--- src/rtl/rvmon_pkg.sv ---
package rvmon_pkg;

  typedef enum logic [1:0] {
    CH_IDLE = 2'b00,
    CH_WAIT = 2'b01,
    CH_XFER = 2'b10
  } chan_e;

  typedef struct packed {
    logic incXfer;    // transfer cycle
    logic incWait;    // wait cycle
    logic holdWord;   // store the offered word
    logic checkWord;  // word pending, valid still high: compare
    logic validDrop;  // word pending, valid withdrawn
  } mon_strobe_t;

endpackage

--- src/rtl/rvmon_ctrl.sv ---
module rvmon_ctrl
  import rvmon_pkg::*;
(
  input  logic        clk,
  input  logic        rst,
  input  logic        linkValid,
  input  logic        linkReady,
  output chan_e       chanState,
  output mon_strobe_t strobe
);

  logic isXfer;
  logic isWait;
  logic pending;

  assign isXfer = linkValid && linkReady;
  assign isWait = linkValid && !linkReady;

  always_comb begin
    if (isXfer)      chanState = CH_XFER;
    else if (isWait) chanState = CH_WAIT;
    else             chanState = CH_IDLE;
  end

  // pending: previous cycle offered a word that was not taken
  always_ff @(posedge clk) begin
    if (rst) pending <= 1'b0;
    else     pending <= isWait;
  end

  always_comb begin
    strobe           = '0;
    strobe.incXfer   = isXfer;
    strobe.incWait   = isWait;
    strobe.holdWord  = isWait;
    strobe.checkWord = pending && linkValid;
    strobe.validDrop = pending && !linkValid;
  end

  // a withdrawn valid can only follow a wait cycle
  assert_drop_after_wait_R7: assert property (@(posedge clk) disable iff (rst)
    strobe.validDrop |-> !$past(linkReady) && $past(linkValid));

endmodule

--- src/rtl/rvmon_satcnt.sv ---
module rvmon_satcnt #(
  parameter int W = 8
) (
  input  logic         clk,
  input  logic         rst,
  input  logic         inc,
  output logic [W-1:0] count
);

  localparam logic [W-1:0] MAX_VAL = {W{1'b1}};

  always_ff @(posedge clk) begin
    if (rst)                          count <= '0;
    else if (inc && count != MAX_VAL) count <= count + 1'b1;
  end

  // the count never moves by more than one per cycle
  assert_count_step_R2: assert property (@(posedge clk) disable iff (rst)
    !$past(rst) |-> (count == $past(count)) || (count == W'($past(count) + 1'b1)));

  // once full, it stays full
  assert_sat_hold_R4: assert property (@(posedge clk) disable iff (rst)
    (count == MAX_VAL) |=> (count == MAX_VAL));

endmodule

--- src/rtl/rvmon_dpath.sv ---
module rvmon_dpath
  import rvmon_pkg::*;
#(
  parameter int DATA_W = 8,
  parameter int CNT_W  = 8
) (
  input  logic              clk,
  input  logic              rst,
  input  logic [DATA_W-1:0] linkData,
  input  mon_strobe_t       strobe,
  output logic [CNT_W-1:0]  xferCount,
  output logic [CNT_W-1:0]  waitCount,
  output logic              dataErr,
  output logic              validErr
);

  localparam int NUM_CNT = 2;

  logic [DATA_W-1:0] heldWord;
  logic              wordMoved;
  logic [NUM_CNT-1:0] incVec;
  logic [CNT_W-1:0]   cntVec [NUM_CNT];

  always_ff @(posedge clk) begin
    if (rst)                  heldWord <= '0;
    else if (strobe.holdWord) heldWord <= linkData;
  end

  assign wordMoved = strobe.checkWord && (linkData != heldWord);

  always_ff @(posedge clk) begin
    if (rst) begin
      dataErr  <= 1'b0;
      validErr <= 1'b0;
    end else begin
      if (wordMoved)        dataErr  <= 1'b1;
      if (strobe.validDrop) validErr <= 1'b1;
    end
  end

  assign incVec = {strobe.incWait, strobe.incXfer};

  for (genvar i = 0; i < NUM_CNT; i++) begin : g_cnt
    rvmon_satcnt #(.W(CNT_W)) u_cnt (
      .clk   (clk),
      .rst   (rst),
      .inc   (incVec[i]),
      .count (cntVec[i])
    );
  end

  assign xferCount = cntVec[0];
  assign waitCount = cntVec[1];

  assert_sticky_data_R6: assert property (@(posedge clk) disable iff (rst)
    dataErr |=> dataErr);

  assert_sticky_valid_R7: assert property (@(posedge clk) disable iff (rst)
    validErr |=> validErr);

endmodule

--- src/rtl/rv_chan_monitor.sv ---
module rv_chan_monitor
  import rvmon_pkg::*;
#(
  parameter int DATA_W = 8,
  parameter int CNT_W  = 8
) (
  input  logic              clk,
  input  logic              rst,
  input  logic              linkValid,
  input  logic              linkReady,
  input  logic [DATA_W-1:0] linkData,
  output logic [1:0]        chanState,
  output logic [CNT_W-1:0]  xferCount,
  output logic [CNT_W-1:0]  waitCount,
  output logic              dataErr,
  output logic              validErr
);

  chan_e       stateEnum;
  mon_strobe_t strobe;

  rvmon_ctrl u_ctrl (
    .clk       (clk),
    .rst       (rst),
    .linkValid (linkValid),
    .linkReady (linkReady),
    .chanState (stateEnum),
    .strobe    (strobe)
  );

  rvmon_dpath #(.DATA_W(DATA_W), .CNT_W(CNT_W)) u_dpath (
    .clk       (clk),
    .rst       (rst),
    .linkData  (linkData),
    .strobe    (strobe),
    .xferCount (xferCount),
    .waitCount (waitCount),
    .dataErr   (dataErr),
    .validErr  (validErr)
  );

  assign chanState = stateEnum;

  // the unused code 2'b11 never appears
  assert_state_code_R1: assert property (@(posedge clk) disable iff (rst)
    chanState != 2'b11);

endmodule

--- config.mk ---
export PLATFORM = sky130hd
export DESIGN_NAME = rv_chan_monitor
export DESIGN_NICKNAME = d
export VERILOG_FILES = /design/src/rtl/rvmon_pkg.sv /design/src/rtl/rvmon_ctrl.sv /design/src/rtl/rvmon_satcnt.sv /design/src/rtl/rvmon_dpath.sv /design/src/rtl/rv_chan_monitor.sv
export SDC_FILE = /design/constraint.sdc
export NUM_CORES = 1
export LEC_CHECK = 0
export CAP_MARGIN = 15
export CORE_MARGIN = 2
export CORE_UTILIZATION = 51
export DETAILED_ROUTE_END_ITERATION = 8
export GPL_TIMING_DRIVEN = 0
export PLACE_DENSITY = 0.93
export SYNTH_ARGS = -nofsm -noshare
export SYNTH_HDL_FRONTEND = slang
export SYNTH_SLANG_ARGS = --single-unit
--- constraint.sdc ---
create_clock -name clk -period 3.4 [get_ports clk]
set_clock_uncertainty 0.2 [all_clocks]
set_input_delay 0.34 -clock clk [delete_from_list [all_inputs] [get_ports clk]]
set_output_delay 0.34 -clock clk [all_outputs]
set_load 0.02 [all_outputs]
---- Word-level counts from Yosys, hierarchy flattened ----
Cells that the tools add are included.
W data, S select, Z words.
storage, ports and cells
  register bits ........................... 27
  input port bits ......................... 12
  output and inout bits ................... 20
  word-level logic and storage cells ...... 22
cells by class
  add/sub/neg operators ................... 2
  equal/unequal tests ..................... 3
  mux-type cells .......................... 2
  reduce and logical (&&, ||, !) cells .... 9
operator list
  cell                   number
  $add A8 B1 Y8 const B  2
  $ne A8 B8 Y1 const B   2
  $ne A8 B8 Y1           1
  $logic_and A1 B1 Y1    7
  $logic_not A1 Y1       2
  $mux W2                1
  $mux W1                1

---- Logic depth before layout (Yosys ltp) ----
  word-level depth ........................ 4
  depth in mapped cells ................... 6
  mapped depth without buffers ............ 5

---- Modules after synthesis ----
Synthesis repeated with hierarchy kept, for this count alone.
unflattened totals
  cells, all modules ...................... 147
  area, all modules ....................... 1388.8 µm²
by module, submodules not included
  module        times used  cells an instance  area an instance (µm²)  seq. area each (µm²)
  rvmon_satcnt  2           46                 430.4                   160.2
  rvmon_dpath   1           44                 432.9                   200.2
  rvmon_ctrl    1           11                 95.1                    20.0

---- Worst setup path before layout ----
No wires, ideal clock.
  kind .................................... reg2reg
  start ................................... reg u_dpath.g_cnt[0].u_cnt.count[0]
  end ..................................... reg u_dpath.g_cnt[0].u_cnt.count[7]
  library setup time ...................... 0.123 ns
  data arrival time ....................... 1.411 ns
  required time ........................... 3.077 ns
  slack ................................... 1.666 ns
  cell stages (with the launch flop) ...... 6
  buffers on the path ..................... 0
  period minus slack after synthesis ...... 1.734 ns
  cell sequence ........................... dfxtp_1 -> ha_1 -> nand3_1 -> o211ai_2 -> nor2_1 -> mux2_1
between the ends
  word-level cells in the longest chain between the ends .. 2
  elaborated cells between the ends (all ways) .. 3
  those cells by class .................... 1 x add/sub; 1 x eq/ne; 1 x reduce/logical
ends and longest elaborated chain
  what                                                                   RTL line            text
  from (decl)                                                            rvmon_satcnt.sv:7   output logic [W-1:0] count
  from (signal assigned)                                                 rvmon_satcnt.sv:14  else if (inc && count != MAX_VAL) count <= count + 1'b1;
  parallel branches: the longest is 2 deep, another holds $add A8 B1 Y8  -
Parallel ways; which one is timed is not known.
A chain may end at the register's enable or synchronous reset.

==> flow_summary.json <==
{
  "outcome": "complete, no violations",
  "fmax_ghz": 0.3685,
  "powerDensity_mw_per_mm2": 328.2,
  "total_power_mw": 0.5416,
  "grt-ovfl-total": 0,
  "hold_violations": 0,
  "place_ws_ns": 0.6849,
  "die_x_um": 53.95,
  "postSynth.asyncResetShare": 0,
  "post_cts_buffers": 0,
  "multi_input_area_um2": 668.1,
  "path_common_cell": "clkdlybuf4s50_1",
  "met3_length_um": 99,
  "clock_latency_ns": 0.31,
  "ys_ff_latch": 27,
  "final.setup.worst_slack_ns": 0.6863,
  "core_area_mm2": 0.002410,
  "slew_violations": 0,
  "synth_top_cell_by_area": "dfxtp_1",
  "cts.clk_slew.worst_paths_ns": 0.15,
  "dp_hpwl_um": 2093,
  "die_y_um": 53.95,
  "setup_viol": 0,
  "critPathMaxStageDelay_ns": 0.59,
  "dr_wl_met2_um": 1399,
  "cts_tree": "done",
  "final_core_util": 0.6848,
  "critPathKind": "in -> out",
  "syn_inst": 146,
  "rows": 18,
  "ys_seq_area_frac": 0.4248,
  "min_from": "u_dpath.dataErr$_SDFFE_PP0P_",
  "ir_drop_mv": 0.2128,
  "ys_types": 40,
  "crit_slowest_cell": "clkdlybuf4s50_1",
  "cts.sinks": 27,
  "layout.area.seq_um2": 540.5,
  "wirelength_um": 2682,
  "grt_pass1_vias": 1140,
  "gp_congestion": 0.8018,
  "cp_top_family": "buffers and inverters",
  "nets": 196,
  "r2r_slack_ns": 1.63,
  "routedWlPerCell_um": 12.71,
  "cp.required_ns": 2.86,
  "fin_crit_sh": 0.7981,
  "path_cells": "clkdlybuf4s50_1 > nand2b_1 > buf_6 > inv_4 > buf_2 > buf_4 > clkdlybuf4s50_1",
  "wl_met1_um": 1164,
  "root_buffer": "clkbuf_4",
  "tightest_slew_ns": 0.4898,
  "cp_num_buf_inv": 6,
  "ys_top_cells_by_area": "dfxtp_1, nand2_1, a21oi_1",
  "portBuffers": 31,
  "drc": 0,
  "antenna_found_initial": 0,
  "slew_headroom": 0.6734,
  "maxCapViolCount": 0,
  "drt_iter0_markers": 21,
  "postCtsHoldBufs": 0,
  "rsz0062_at_grt": "false",
  "cts.repair.resized": 0,
  "ios": 32,
  "dr.pass1.iters": 4,
  "diodes": 0,
  "ys.flop_type": "dfxtp_1",
  "syn_to_final_growth_pct": 29.70,
  "initial_core_util": 0.5280,
  "yosys.area.top_type_share": 0.4248,
  "worstPathMaxFanout": 10,
  "grt_use_total": 0.2061,
  "dieArea_mm2": 0.002911,
  "grt_start_max_net_pins": 17,
  "leakage_nw": 0.6215,
  "cp-end-kind": "output port",
  "syn_area_mm2": 0.001272,
  "highest_layer": "met4",
  "arrival_ns": 2.17,
  "cts_buffers": 3,
  "period_minus_slack_ns": 2.714,
  "synth_area_per_cell_um2": 8.716,
  "ys.warnings.count": 0,
  "drtAntennaViolNets": 0,
  "fillers": 188,
  "hp-class": "reg -> reg",
  "synth_nets": 160,
  "htreeDepth": 1,
  "grt_first_pass_wirelength_um": 4450,
  "synth_edf_count": 0,
  "tns_ns": 0,
  "r2r-start": "u_dpath.g_cnt[0].u_cnt.count[0]$_SDFFE_PP0P_",
  "startpoint": "linkValid",
  "drive_gt1_frac": 0.08287,
  "vias": 1140,
  "start_kind": "input pin",
  "clk_path_buf_depth": 2,
  "routed_via_density": 5.403
}
[layer usage]
metal	track usage	vias to the layer above
met2	0.3618	20
li1	-	567
met5	0	-
met4	0.08547	0
met3	0.03056	2
met1	0.2487	551
[cells by family after synthesis]
family / after synthesis / share of synthesized area
xor+xnor: 14 / 0.09636
flops: 27 / 0.4248
buf+inv: 12 / 0.05014
simple gates: 59 / 0.2252
compound gates: 27 / 0.1426
fa+ha+maj: 2 / 0.01966
mux: 5 / 0.04130
[registers in the layout, indices dropped and copies added, names as in the netlist]
name and cells:
u_dpath.dataErr 1, u_dpath.heldWord 8, u_ctrl.pending 1, u_dpath.g_cnt.u_cnt.count 16
u_dpath.validErr 1
[final cells by class]
cell class | instances | share of cell area
Clock inverter | 1 | 0.004549
Sequential cell | 27 | 0.3275
Tap cell | 30 | 0.02274
Inverter | 5 | 0.01289
Clock buffer | 3 | 0.01365
Timing Repair Buffer | 31 | 0.1880
Multi-Input combinational cell | 107 | 0.4049
Buffer | 7 | 0.02578
[stage by stage]
step	instances	instance area, µm²	hold slack [ns]
2_1_floorplan	146	1272	0.2488
3_3_place_gp	207	1620	0.2343
3_5_place_dp	207	1620	0.2430
4_1_cts	211	1650	0.2632
5_1_grt	211	1650	0.2759
6_report	211	1650	0.2592
[power breakdown]
part           switching (mW)  internal, mW
Combinational          0.0372        0.0389
Clock                  0.0884        0.0447
Sequential            0.00707         0.325
[cells in the final DEF, fill, tap and decap left out, types with 2 or more instances in the layout]
cell	synthesis	layout
mux2i_1	3	3
ha_1	2	2
mux2_1	2	2
o211ai_1	2	2
o21ai_0	2	2
clkbuf_4	0	3
a31oi_1	2	2
xor2_1	6	6
a21oi_1	14	14
buf_4	2	2
inv_1	4	4
nand3_1	5	5
clkbuf_1	2	2
nor2_1	17	17
clkdlybuf4s50_1	0	31
nand2_1	22	22
xnor2_1	8	8
nor2b_1	2	2
dfxtp_1	27	27
nand4_1	2	2
[worst min-delay path, stage by stage (launching register included)]
cell and delay (ns):
dfxtp_1 0.34, inv_1 0.05, a21oi_1 0.05
[Yosys cell counts, types with 2 or more instances]
master / instances
a21oi_1: 14
buf_4: 2
mux2_1: 2
nor2b_1: 2
nor2_1: 17
xnor2_1: 8
o211ai_1: 2
o21ai_0: 2
mux2i_1: 3
a31oi_1: 2
nand4_1: 2
nand2_1: 22
nand3_1: 5
dfxtp_1: 27
ha_1: 2
inv_1: 4
clkbuf_1: 2
xor2_1: 6
[path summary, 6_finish.rpt]
kind,endpoint,cells past startpoint
setup / recovery,chanState[0],7
hold / removal,u_dpath.dataErr$_SDFFE_PP0P_,2
setup reg to reg,u_dpath.g_cnt[0].u_cnt.count[7]$_SDFFE_PP0P_,5
hold reg to reg,u_dpath.dataErr$_SDFFE_PP0P_,2
Note: power is estimated with default switching activity, not from simulation.
